[src/rtl/atc_pkg.sv]
package atc_pkg;
  typedef enum logic [1:0] {ACC_READ = 2'd0, ACC_WRITE = 2'd1, ACC_EXEC = 2'd2} acc_e;
  typedef enum logic [2:0] {ST_IDLE, ST_LKP, ST_WALK, ST_MEMW} atc_state_e;
  typedef enum logic {FK_PAGE = 1'b0, FK_ACCESS = 1'b1} fault_kind_e;

  localparam logic [1:0] PRIV_U = 2'd0;
  localparam logic [1:0] PRIV_S = 2'd1;
  localparam logic [1:0] PRIV_M = 2'd3;

  localparam int unsigned MODE_BARE = 0;
  localparam int unsigned MODE_SV39 = 8;

  localparam logic [1:0] WERR_INVALID  = 2'd0;
  localparam logic [1:0] WERR_MISALIGN = 2'd1;
  localparam logic [1:0] WERR_ACCESS   = 2'd2;

  localparam int unsigned PTE_R = 1;
  localparam int unsigned PTE_W = 2;
  localparam int unsigned PTE_X = 3;
  localparam int unsigned PTE_U = 4;
  localparam int unsigned PTE_A = 6;
  localparam int unsigned PTE_D = 7;
  localparam int unsigned FLAG_W = 8;
  localparam int unsigned CAUSE_W = 5;
endpackage

[src/rtl/atc_priv_mode.sv]
module atc_priv_mode
  import atc_pkg::*;
#(
  parameter int unsigned MODE_W = 4
) (
  input  logic              fetch_i,
  input  logic [1:0]        priv_i,
  input  logic              mprv_i,
  input  logic [1:0]        mpp_i,
  input  logic [MODE_W-1:0] mode_i,
  output logic [1:0]        eff_priv_o,
  output logic              bare_o,
  output logic              sv39_o,
  output logic              bad_o
);
  localparam logic [MODE_W-1:0] M_BARE = MODE_W'(MODE_BARE);
  localparam logic [MODE_W-1:0] M_SV39 = MODE_W'(MODE_SV39);

  logic is_m;

  always_comb begin
    eff_priv_o = (!fetch_i && mprv_i) ? mpp_i : priv_i;
    is_m       = (eff_priv_o == PRIV_M);
    bare_o     = is_m || (mode_i == M_BARE);
    sv39_o     = !is_m && (mode_i == M_SV39);
    bad_o      = !bare_o && !sv39_o;
  end
endmodule

[src/rtl/atc_pte_chk.sv]
module atc_pte_chk
  import atc_pkg::*;
(
  input  acc_e              acc_i,
  input  logic [1:0]        priv_i,
  input  logic              mxr_i,
  input  logic              sum_i,
  input  logic [FLAG_W-1:0] flags_i,
  output logic              perm_ok_o,
  output logic              upd_need_o,
  output logic [FLAG_W-1:0] flags_upd_o
);
  logic is_user, priv_ok, rd_ok;

  always_comb begin
    is_user = (priv_i == PRIV_U);
    priv_ok = is_user ? flags_i[PTE_U] : (!flags_i[PTE_U] || sum_i);
    rd_ok   = flags_i[PTE_R] || (flags_i[PTE_X] && mxr_i);
    unique case (acc_i)
      ACC_READ:  perm_ok_o = priv_ok && rd_ok;
      ACC_WRITE: perm_ok_o = priv_ok && flags_i[PTE_W];
      ACC_EXEC:  perm_ok_o = (is_user ? flags_i[PTE_U] : !flags_i[PTE_U]) && flags_i[PTE_X];
      default:   perm_ok_o = 1'b0;
    endcase
    upd_need_o  = !flags_i[PTE_A] || ((acc_i == ACC_WRITE) && !flags_i[PTE_D]);
    flags_upd_o = flags_i;
    flags_upd_o[PTE_A] = 1'b1;
    if (acc_i == ACC_WRITE) flags_upd_o[PTE_D] = 1'b1;
  end
endmodule

[src/rtl/atc_cause.sv]
module atc_cause
  import atc_pkg::*;
(
  input  acc_e               acc_i,
  input  fault_kind_e        kind_i,
  output logic [CAUSE_W-1:0] cause_o
);
  always_comb begin
    unique case (acc_i)
      ACC_EXEC:  cause_o = (kind_i == FK_ACCESS) ? 5'd1 : 5'd12;
      ACC_WRITE: cause_o = (kind_i == FK_ACCESS) ? 5'd7 : 5'd15;
      default:   cause_o = (kind_i == FK_ACCESS) ? 5'd5 : 5'd13;
    endcase
  end
endmodule

[src/rtl/atc_ctrl.sv]
module atc_ctrl
  import atc_pkg::*;
#(
  parameter int unsigned XLEN      = 64,
  parameter int unsigned SV_VA_W   = 39,
  parameter int unsigned PA_W      = 56,
  parameter int unsigned ASID_W    = 16,
  parameter int unsigned PTE_W     = 64,
  parameter int unsigned LVL_W     = 2,
  parameter int unsigned MODE_W    = 4,
  parameter int unsigned START_LVL = 2,
  parameter bit          UPD_AD    = 1'b1
) (
  input  logic                 clk_i,
  input  logic                 rst_ni,
  input  logic                 req_valid_i,
  output logic                 req_ready_o,
  input  logic [XLEN-1:0]      req_vaddr_i,
  input  logic [1:0]           req_acc_i,
  input  logic                 req_fetch_i,
  input  logic [1:0]           priv_i,
  input  logic                 mprv_i,
  input  logic [1:0]           mpp_i,
  input  logic                 mxr_i,
  input  logic                 sum_i,
  input  logic [MODE_W-1:0]    satp_mode_i,
  input  logic [ASID_W-1:0]    satp_asid_i,
  output logic                 rsp_valid_o,
  output logic [XLEN-1:0]      rsp_paddr_o,
  output logic                 rsp_fault_o,
  output logic [4:0]           rsp_cause_o,
  output logic                 cfg_err_o,
  output logic                 tlb_req_valid_o,
  output logic [SV_VA_W-1:0]   tlb_vaddr_o,
  output logic [ASID_W-1:0]    tlb_asid_o,
  input  logic                 tlb_rsp_valid_i,
  input  logic                 tlb_hit_i,
  input  logic [PTE_W-1:0]     tlb_pte_i,
  input  logic [PA_W-1:0]      tlb_paddr_i,
  input  logic [PA_W-1:0]      tlb_pte_addr_i,
  input  logic [LVL_W-1:0]     tlb_level_i,
  input  logic                 tlb_global_i,
  output logic                 walk_req_valid_o,
  output logic [SV_VA_W-1:0]   walk_vaddr_o,
  output logic [LVL_W-1:0]     walk_level_o,
  input  logic                 walk_rsp_valid_i,
  input  logic                 walk_ok_i,
  input  logic [1:0]           walk_err_i,
  input  logic [PTE_W-1:0]     walk_pte_i,
  input  logic [PA_W-1:0]      walk_paddr_i,
  input  logic [PA_W-1:0]      walk_pte_addr_i,
  input  logic [LVL_W-1:0]     walk_level_i,
  input  logic                 walk_global_i,
  output logic                 mem_wr_valid_o,
  output logic [PA_W-1:0]      mem_wr_addr_o,
  output logic [PTE_W-1:0]     mem_wr_data_o,
  input  logic                 mem_wr_done_i,
  input  logic                 mem_wr_err_i,
  output logic                 tlb_fill_valid_o,
  output logic [SV_VA_W-1:0]   tlb_fill_vaddr_o,
  output logic [ASID_W-1:0]    tlb_fill_asid_o,
  output logic [PA_W-1:0]      tlb_fill_paddr_o,
  output logic [PTE_W-1:0]     tlb_fill_pte_o,
  output logic [PA_W-1:0]      tlb_fill_pte_addr_o,
  output logic [LVL_W-1:0]     tlb_fill_level_o,
  output logic                 tlb_fill_global_o
);
  localparam int unsigned PAD_W = XLEN - PA_W;
  localparam logic [LVL_W-1:0] LVL_TOP = LVL_W'(START_LVL);

  atc_state_e state_q;

  // captured request
  logic [SV_VA_W-1:0] va_q;
  acc_e               acc_q;
  logic [1:0]         priv_q;
  logic               mxr_q, sum_q;
  logic [ASID_W-1:0]  asid_q;

  // pending entry for write-back and fill
  logic [PTE_W-1:0]   pte_q;
  logic [PA_W-1:0]    pte_addr_q, pa_q;
  logic [LVL_W-1:0]   lvl_q;
  logic               glob_q;

  logic               rsp_valid_q, rsp_fault_q, cfg_err_q, fill_valid_q;
  logic [XLEN-1:0]    rsp_paddr_q;
  logic [4:0]         rsp_cause_q;

  // front-end decode
  logic [1:0] eff_priv;
  logic       is_bare, is_sv39, is_bad;

  atc_priv_mode #(.MODE_W(MODE_W)) i_priv_mode (
    .fetch_i    (req_fetch_i),
    .priv_i     (priv_i),
    .mprv_i     (mprv_i),
    .mpp_i      (mpp_i),
    .mode_i     (satp_mode_i),
    .eff_priv_o (eff_priv),
    .bare_o     (is_bare),
    .sv39_o     (is_sv39),
    .bad_o      (is_bad)
  );

  // permission and A/D check on hit or walk leaf
  logic [PTE_W-1:0]  pte_sel, pte_upd;
  logic [FLAG_W-1:0] flags_upd;
  logic              perm_ok, upd_need;

  assign pte_sel = (state_q == ST_LKP) ? tlb_pte_i : walk_pte_i;
  assign pte_upd = {pte_sel[PTE_W-1:FLAG_W], flags_upd};

  atc_pte_chk i_pte_chk (
    .acc_i       (acc_q),
    .priv_i      (priv_q),
    .mxr_i       (mxr_q),
    .sum_i       (sum_q),
    .flags_i     (pte_sel[FLAG_W-1:0]),
    .perm_ok_o   (perm_ok),
    .upd_need_o  (upd_need),
    .flags_upd_o (flags_upd)
  );

  fault_kind_e       kind;
  logic [4:0]        cause;

  always_comb begin
    kind = FK_PAGE;
    if (state_q == ST_MEMW) kind = FK_ACCESS;
    else if (state_q == ST_WALK && !walk_ok_i && walk_err_i == WERR_ACCESS) kind = FK_ACCESS;
  end

  atc_cause i_cause (
    .acc_i   (acc_q),
    .kind_i  (kind),
    .cause_o (cause)
  );

  // write-back policy
  logic wb_en;
  generate
    if (UPD_AD) begin : g_wb
      assign wb_en = 1'b1;
    end else begin : g_fault
      assign wb_en = 1'b0;
    end
  endgenerate

  always_ff @(posedge clk_i or negedge rst_ni) begin
    if (!rst_ni) begin
      state_q      <= ST_IDLE;
      va_q         <= '0;
      acc_q        <= ACC_READ;
      priv_q       <= PRIV_U;
      mxr_q        <= 1'b0;
      sum_q        <= 1'b0;
      asid_q       <= '0;
      pte_q        <= '0;
      pte_addr_q   <= '0;
      pa_q         <= '0;
      lvl_q        <= '0;
      glob_q       <= 1'b0;
      rsp_valid_q  <= 1'b0;
      rsp_fault_q  <= 1'b0;
      rsp_cause_q  <= '0;
      rsp_paddr_q  <= '0;
      cfg_err_q    <= 1'b0;
      fill_valid_q <= 1'b0;
    end else begin
      rsp_valid_q  <= 1'b0;
      cfg_err_q    <= 1'b0;
      fill_valid_q <= 1'b0;
      unique case (state_q)
        ST_IDLE: begin
          if (req_valid_i) begin
            va_q   <= req_vaddr_i[SV_VA_W-1:0];
            acc_q  <= acc_e'(req_acc_i);
            priv_q <= eff_priv;
            mxr_q  <= mxr_i;
            sum_q  <= sum_i;
            asid_q <= satp_asid_i;
            if (is_bare) begin
              rsp_valid_q <= 1'b1;
              rsp_fault_q <= 1'b0;
              rsp_paddr_q <= req_vaddr_i;
            end else if (is_bad) begin
              rsp_valid_q <= 1'b1;
              rsp_fault_q <= 1'b0;
              cfg_err_q   <= 1'b1;
            end else if (is_sv39) begin
              state_q <= ST_LKP;
            end
          end
        end
        ST_LKP: begin
          if (tlb_rsp_valid_i) begin
            if (!tlb_hit_i) begin
              state_q <= ST_WALK;
            end else if (!perm_ok || (upd_need && !wb_en)) begin
              rsp_valid_q <= 1'b1;
              rsp_fault_q <= 1'b1;
              rsp_cause_q <= cause;
              state_q     <= ST_IDLE;
            end else if (upd_need) begin
              pte_q      <= pte_upd;
              pte_addr_q <= tlb_pte_addr_i;
              pa_q       <= tlb_paddr_i;
              lvl_q      <= tlb_level_i;
              glob_q     <= tlb_global_i;
              state_q    <= ST_MEMW;
            end else begin
              rsp_valid_q <= 1'b1;
              rsp_fault_q <= 1'b0;
              rsp_paddr_q <= {{PAD_W{1'b0}}, tlb_paddr_i};
              state_q     <= ST_IDLE;
            end
          end
        end
        ST_WALK: begin
          if (walk_rsp_valid_i) begin
            if (!walk_ok_i || !perm_ok || (upd_need && !wb_en)) begin
              rsp_valid_q <= 1'b1;
              rsp_fault_q <= 1'b1;
              rsp_cause_q <= cause;
              state_q     <= ST_IDLE;
            end else begin
              pte_q      <= upd_need ? pte_upd : walk_pte_i;
              pte_addr_q <= walk_pte_addr_i;
              pa_q       <= walk_paddr_i;
              lvl_q      <= walk_level_i;
              glob_q     <= walk_global_i;
              if (upd_need) begin
                state_q <= ST_MEMW;
              end else begin
                rsp_valid_q  <= 1'b1;
                rsp_fault_q  <= 1'b0;
                rsp_paddr_q  <= {{PAD_W{1'b0}}, walk_paddr_i};
                fill_valid_q <= 1'b1;
                state_q      <= ST_IDLE;
              end
            end
          end
        end
        ST_MEMW: begin
          if (mem_wr_done_i) begin
            rsp_valid_q <= 1'b1;
            state_q     <= ST_IDLE;
            if (mem_wr_err_i) begin
              rsp_fault_q <= 1'b1;
              rsp_cause_q <= cause;
            end else begin
              rsp_fault_q  <= 1'b0;
              rsp_paddr_q  <= {{PAD_W{1'b0}}, pa_q};
              fill_valid_q <= 1'b1;
            end
          end
        end
        default: state_q <= ST_IDLE;
      endcase
    end
  end

  assign req_ready_o      = (state_q == ST_IDLE);
  assign rsp_valid_o      = rsp_valid_q;
  assign rsp_paddr_o      = rsp_paddr_q;
  assign rsp_fault_o      = rsp_fault_q;
  assign rsp_cause_o      = rsp_cause_q;
  assign cfg_err_o        = cfg_err_q;

  assign tlb_req_valid_o  = (state_q == ST_LKP);
  assign tlb_vaddr_o      = va_q;
  assign tlb_asid_o       = asid_q;

  assign walk_req_valid_o = (state_q == ST_WALK);
  assign walk_vaddr_o     = va_q;
  assign walk_level_o     = LVL_TOP;

  assign mem_wr_valid_o   = (state_q == ST_MEMW);
  assign mem_wr_addr_o    = pte_addr_q;
  assign mem_wr_data_o    = pte_q;

  assign tlb_fill_valid_o    = fill_valid_q;
  assign tlb_fill_vaddr_o    = va_q;
  assign tlb_fill_asid_o     = asid_q;
  assign tlb_fill_paddr_o    = pa_q;
  assign tlb_fill_pte_o      = pte_q;
  assign tlb_fill_pte_addr_o = pte_addr_q;
  assign tlb_fill_level_o    = lvl_q;
  assign tlb_fill_global_o   = glob_q;
endmodule

[config.mk]
export PLATFORM = sky130hd
export DESIGN_NAME = atc_ctrl
export DESIGN_NICKNAME = d
export VERILOG_FILES = /design/src/rtl/atc_pkg.sv /design/src/rtl/atc_priv_mode.sv /design/src/rtl/atc_pte_chk.sv /design/src/rtl/atc_cause.sv /design/src/rtl/atc_ctrl.sv
export SDC_FILE = /design/constraint.sdc
export NUM_CORES = 1
export LEC_CHECK = 0
export ABC_AREA = 1
export BUFFER_PORTS_ARGS = -buffer_cell sky130_fd_sc_hd__buf_2
export CAP_MARGIN = 20
export CORE_AREA = 2 2 389 391
export CTS_CLUSTER_SIZE = 20
export DETAILED_ROUTE_END_ITERATION = 6
export DIE_AREA = 0 0 391 393
export PLACE_DENSITY_LB_ADDON = 0.3
export SETUP_SLACK_MARGIN = 0.15
export SYNTH_ARGS = -nofsm -noshare
export SYNTH_HDL_FRONTEND = slang
export SYNTH_HIERARCHICAL = 1
export SYNTH_SLANG_ARGS = --single-unit
[constraint.sdc]
create_clock -name clk_i -period 3.8 [get_ports clk_i]
set_clock_uncertainty 0.2 [all_clocks]
set_input_delay 0.57 -clock clk_i [delete_from_list [all_inputs] [get_ports clk_i]]
set_output_delay 0.57 -clock clk_i [all_outputs]
set_load 0.02 [all_outputs]
==> flow_metrics.tcl, run 1 <==
set metrics [dict create \
    final_cell_mix "1281 x nand2_1, 986 x buf_2, 364 x nand3_1, 313 x dfrtp_1, 122 x nand4_1" \
    worstSetupPathType "flip-flop to output pin" \
    overflow 0 \
    syn_area_mm2 0.0182 \
    cts_tree "done" \
    worst_slew_pin_slew_ns 0.950 \
    worstHoldEndpoint "tlb_fill_vaddr_o[33]" \
    reg2reg_depth 16 \
    clk_pin_slew_worst_paths_ns 0.06 \
    clock_tree.root_cell "clkbuf_16" \
    end_kind "output pin" \
    wl_met3_um 9960 \
    rsz0062_at_grt "yes" \
    cts_max_level 2 \
    mostFrequentLayoutCell "nand2_1" \
    p_per_area_mw_per_mm2 1040 \
    finalSetupViolations 0 \
    synthToLayoutAreaGrowth_pct 42.9 \
    tns_ns 0 \
    status "finished clean" \
    initial_core_util_pct 12.2 \
    clock_sinks 315 \
    drtIter0Drc 1326 \
    min_path_cells 3 \
    totalPowerFinal_mw 27.0 \
    viasPerCell 3.84 \
    r2r_start "state_q[0]" \
    critPathArrivalTime_ns 2.61 \
    grt_pass1_wl_um 156000 \
    holdWs_ns 0.0414 \
    io_pins 990 \
    cap_violations 0 \
    core-area_mm2 0.149 \
    die-area_mm2 0.154 \
    syn_inst 2592 \
    fmaxAchievable_ghz 0.296 \
    worst_slack_ns 0.422 \
    hpwl_um 88200 \
    drive_gt1_share_pct 33.9 \
    ys_seq_elements 315 \
    antenna_left 0 \
    fin_crit_ns 3.38 \
    vias 20457 \
    rr_endpoint "mem_wr_data_o[31]" \
    drc 0 \
    fin_crit_sh_pct 88.9 \
    die_w_um 391 \
    required_ns 3.03 \
    max-clock-path-buffers 3 \
    yosys.cell_types.count 25 \
    grt_max_degree 126 \
    critPathMaxFanout 59 \
    worst_setup_path_start_kind "flip-flop" \
    antenna_found_initial 62 \
    port_buffers 987 \
    fin_nets 3801 \
    grt_usage_pct 14.3 \
    place.gp.congestion 0.913 \
    grt_pass1_vias 19515 \
    wl_met2_um 53500 \
    hold_violations 0 \
    cts_buffers 44 \
    ys_seq_area_share_pct 43.3 \
    drt-pass1-iter-count 5 \
    p_leak_nw 14.6 \
    fp-row-count 142 \
    synth_warnings 6 \
    wl_met1_um 49300 \
    die_y_um 393 \
    ir_worst_vdd_uv 471 \
    drv_slew 0 \
    routed.top_layer "met5" \
    r2r_setup_slack_ns 0.48 \
    wirelength_um 116000 \
    post_drt_wl_per_cell_um 21.7 \
    syn_nets 3057 \
    hold_start "req_vaddr_i[33]" \
    dpl_worst_slack_ns 0.360 \
    avgSynthCellArea_um2 7.03 \
    clkLatencyLatePin_ns 0.59 \
    hold_class "input port to flip-flop" \
    slew_headroom_pct 36.7 \
]
where the power goes:
part / leakage, nW / switching, mW / total [mW] / internal (mW)
clock: 0.754 / 1.73 / 4.44 / 2.72
combinational: 9.88 / 11.6 / 16.0 / 4.38
sequential: 3.94 / 1.61 / 6.60 / 4.99
total: 14.6 / 14.9 / 27.0 / 12.1
cell type report:
cell class	instances	area (um2)
Clock buffer	65	1350
Fill cell	17161	123000
Sequential cell	315	7890
Timing Repair Buffer	1098	6150
Antenna cell	15	37.5
Clock inverter	11	170
Tap cell	1944	2430
Multi-Input combinational cell	1840	7850
Inverter	37	169
registers in the layout (all words and copies together) (netlist names):
name and cells:
rsp_cause_o 5, tlb_fill_vaddr_o 39, tlb_fill_paddr_o 56, cfg_err_o 1
state_q 2, priv_q 2, acc_q 2, tlb_fill_level_o 2
tlb_asid_o 16, mem_wr_data_o 64, rsp_valid_o 1, rsp_fault_o 1
mem_wr_addr_o 56, rsp_paddr_o 64, tlb_fill_global_o 1, sum_q 1
tlb_fill_valid_o 1, mxr_q 1
cells in the mapped netlist, drive strengths merged:
cell    instances  area (um2)
buf           308        2090
nand4         122         763
or2             1        6.26
o21ai          19        95.1
ha              2        25.0
nor2           28         115
o41ai           1        8.76
a21boi          1        7.51
nand3         365        1830
o21bai          1        7.51
inv            37         139
nand2        1288        4850
nor3            3        15.0
conb            4        15.0
clkbuf         93         349
dfrtp         315        7880
a21oi           4        23.8
critical path, stage by stage (launching register included):
cell      delay [ns]
dfrtp_4         0.55
clkinv_2        0.12
nor2_4          0.26
buf_4           0.16
buf_4           0.57
buf_2           0.30
cell families after synthesis:
kind of cell	share of synthesized area, %
AND/OR/NAND/NOR	41.6
buffers and inverters	14.2
adder cells (fa/ha/maj)	0.137
AO/OA/AOI/OAI	0.783
flip-flops	43.3
other	0.0824
per-layer routing:
layer | GRT usage (%) | up-vias
met1 | 18.5 | 9825
li1 | - | 9584
met3 | 4.46 | 182
met2 | 22.9 | 840
met4 | 3.70 | 26
met5 | 0 | -
repair_timing:
action	CTS	global route
resized for setup	1	4
gates cloned	0	1
setup buffers	0	4
hold buffers	53	0
endpoints found under the hold margin	121	0
pin swaps	0	2
endpoints found under the setup margin	1	158
how the worst max path moves through the flow:
stage | cells after the start | end | from
2_1_floorplan | 22 | mem_wr_addr_o[28] | state_q[0]
3_3_place_gp | 16 | tlb_fill_paddr_o[17] | state_q[0]
3_5_place_dp | 18 | mem_wr_addr_o[21] | state_q[0]
4_1_cts | 5 | walk_req_valid_o | state_q[1]
5_1_grt | 17 | mem_wr_data_o[31] | state_q[0]
6_report | 5 | tlb_req_valid_o | state_q[0]
metrics by stage:
stage	cell area, um2	utilization (%)	cells
finish	26000	17.5	5325
floorplan	18200	-	2592
global route	26000	17.4	5315
global placement	23900	16.0	5176
CTS	25900	17.4	5305
detailed placement	23900	16.0	5176
Note: power is estimated with default switching activity, not from simulation.
==> run 2: changes to the inputs <==
CTS_BUF_LIST = sky130_fd_sc_hd__clkbuf_8   (was not set)
clock period = 3.7 ns   (was 3.8 ns; I/O delays follow)
==> run 2 against run 1 <==
Die area unchanged. Non-clock buffer count is 407 higher. Via count grew 11%. Largest cell class is now non-clock buffers. Design area is 15% higher. Clock power shrank 5.6%. Sequential power rose by 2%. Global-route usage increased by 0.52 points. Register-to-register slack got worse by 0.09 ns.
==> flow_metrics.tcl, run 2 (same netlist as run 1, synthesis figures left out) <==
set metrics [dict create \
    status "finished clean" \
    hold_class "input port to flip-flop" \
    io_pins 990 \
    viasPerCell 3.91 \
    vias 22606 \
    fillers 16980 \
    p_per_area_mw_per_mm2 946 \
    max-clock-path-buffers 3 \
    placedCellCount 5170 \
    p_leak_nw 16.3 \
    cap_violations 0 \
    post_cts.repair.setup_buffers 0 \
    worst_slew_pin_slew_ns 0.939 \
    post_drt_wl_per_cell_um 20.4 \
    drc 0 \
    fp-row-count 142 \
    grt_max_degree 121 \
    critPathMaxFanout 57 \
    critPathArrivalTime_ns 2.61 \
    cts_tree "done" \
    drv_slew 0 \
    clkLatencyLatePin_ns 0.70 \
    drt-pass1-iter-count 5 \
    instances_no_fill 5780 \
    fin_nets 4230 \
    die_w_um 391 \
    r2r_start "state_q[1]" \
    hold_violations 0 \
    rr_endpoint "mem_wr_data_o[14]" \
    final_cell_mix "1281 x nand2_1, 986 x buf_2, 470 x dlygate4sd3_1, 364 x nand3_1, 313 x dfrtp_1" \
    cts_buffers 67 \
    wirelength_um 118000 \
    fin_crit_sh_pct 91.0 \
    ir_worst_vdd_uv 889 \
    r2r_setup_slack_ns 0.39 \
    slew_headroom_pct 37.4 \
    fin_crit_ns 3.37 \
    final_util_pct 20.1 \
    place.gp.congestion 0.901 \
    required_ns 2.94 \
    grt_pass1_vias 22317 \
    rsz0062_at_grt "no" \
    drtIter0Drc 1336 \
    drive_gt1_share_pct 30.3 \
    fmaxAchievable_ghz 0.297 \
    grt_pass1_wl_um 163000 \
    hpwl_um 88200 \
    synthToLayoutAreaGrowth_pct 64.8 \
    grt_usage_pct 14.8 \
    die-area_mm2 0.154 \
    overflow 0 \
    finalSetupViolations 0 \
    end_kind "output pin" \
    totalPowerFinal_mw 28.4 \
    clk_pin_slew_worst_paths_ns 0.07 \
    worst_setup_path_start_kind "flip-flop" \
    design_area_mm2 0.0300 \
    mostFrequentLayoutCell "nand2_1" \
    antenna_found_initial 60 \
    crit_path_end "tlb_req_valid_o" \
    cts_max_level 3 \
    antenna_left 0 \
    startpoint "state_q[0]" \
    clock_sinks 315 \
    core-area_mm2 0.149 \
    clock_tree.root_cell "clkbuf_8" \
    worstSetupPathType "flip-flop to output pin" \
    initial_core_util_pct 12.2 \
    tns_ns 0 \
    die_y_um 393 \
    place_area_mm2 0.0238 \
    reg2reg_depth 11 \
    port_buffers 987 \
]
run 2: cell types whose count changed in the layout (fill, tap and decap cells not counted), moves of 5 or more:
cell	delta
buf_4	-10
dlygate4sd3_1	+417
clkbuf_1	-5
clkbuf_16	-45
inv_1	+24
clkbuf_8	+72
run 2: metal layers:
| metal | share of wire [%] | vias up | track usage, % |
|---|---|---|---|
| met2 | 46 | 925 | 23.9 |
| li1 | - | 10446 | - |
| met1 | 42 | 11008 | 18.8 |
| met4 | 3.1 | 26 | 5.03 |
| met3 | 8.2 | 201 | 4.11 |
| met5 | 0.15 | - | 0 |
run 2: worst max-delay path, cell delays in order, from the launching register on:
cell	delay, ns
dfrtp_4	0.51
clkinv_2	0.13
nor2_4	0.27
buf_4	0.63
buf_2	0.29
run 2: per-stage QoR:
step | hold slack, ns | setup WS, ns
global route | 0.0621 | 0.153
detailed placement | 0.258 | 0.402
floorplan | 0.0594 | 0.682
CTS | 0.00228 | 0.178
global placement | 0.255 | 0.431
finish | 0.116 | 0.334
run 2: area by class of cell:
cell class	count	area [um2]	share of cell area [%]
Timing Repair Buffer	1505	10200	34.1
Sequential cell	315	7890	26.3
Multi-Input combinational cell	1839	7840	26.1
Tap cell	1944	2430	8.10
Clock buffer	87	1200	3.99
Clock inverter	34	236	0.788
Inverter	37	150	0.500
Antenna cell	19	47.5	0.158
run 2: worst min-delay path by stage:
stage               slack [ns]                start              endpoint  depth (start not counted)
finish                    0.12     walk_paddr_i[54]       rsp_paddr_o[54]                          5
CTS                      0.002     walk_paddr_i[54]       rsp_paddr_o[54]                          5
floorplan                 0.06               rst_ni              acc_q[0]                          0
global placement          0.25       rsp_cause_o[1]        rsp_cause_o[1]                          2
detailed placement        0.26  tlb_fill_level_o[1]   tlb_fill_level_o[1]                          2
global route              0.06     walk_paddr_i[41]  tlb_fill_paddr_o[41]                          5
run 2: repair_timing:
item | in CTS | in global routing
hold buffers | 470 | 0
hold endpoints to repair | 351 | 0
setup endpoints to repair | 1 | 1
resized for setup | 1 | 1
run 2: power breakdown:
group / total [mW] / internal [mW] / leakage (nW) / switching, mW
Sequential: 6.76 / 5.13 / 3.94 / 1.63
Clock: 4.19 / 2.32 / 0.815 / 1.87
Combinational: 17.5 / 5.37 / 11.6 / 12.1
Total: 28.4 / 12.8 / 16.3 / 15.6
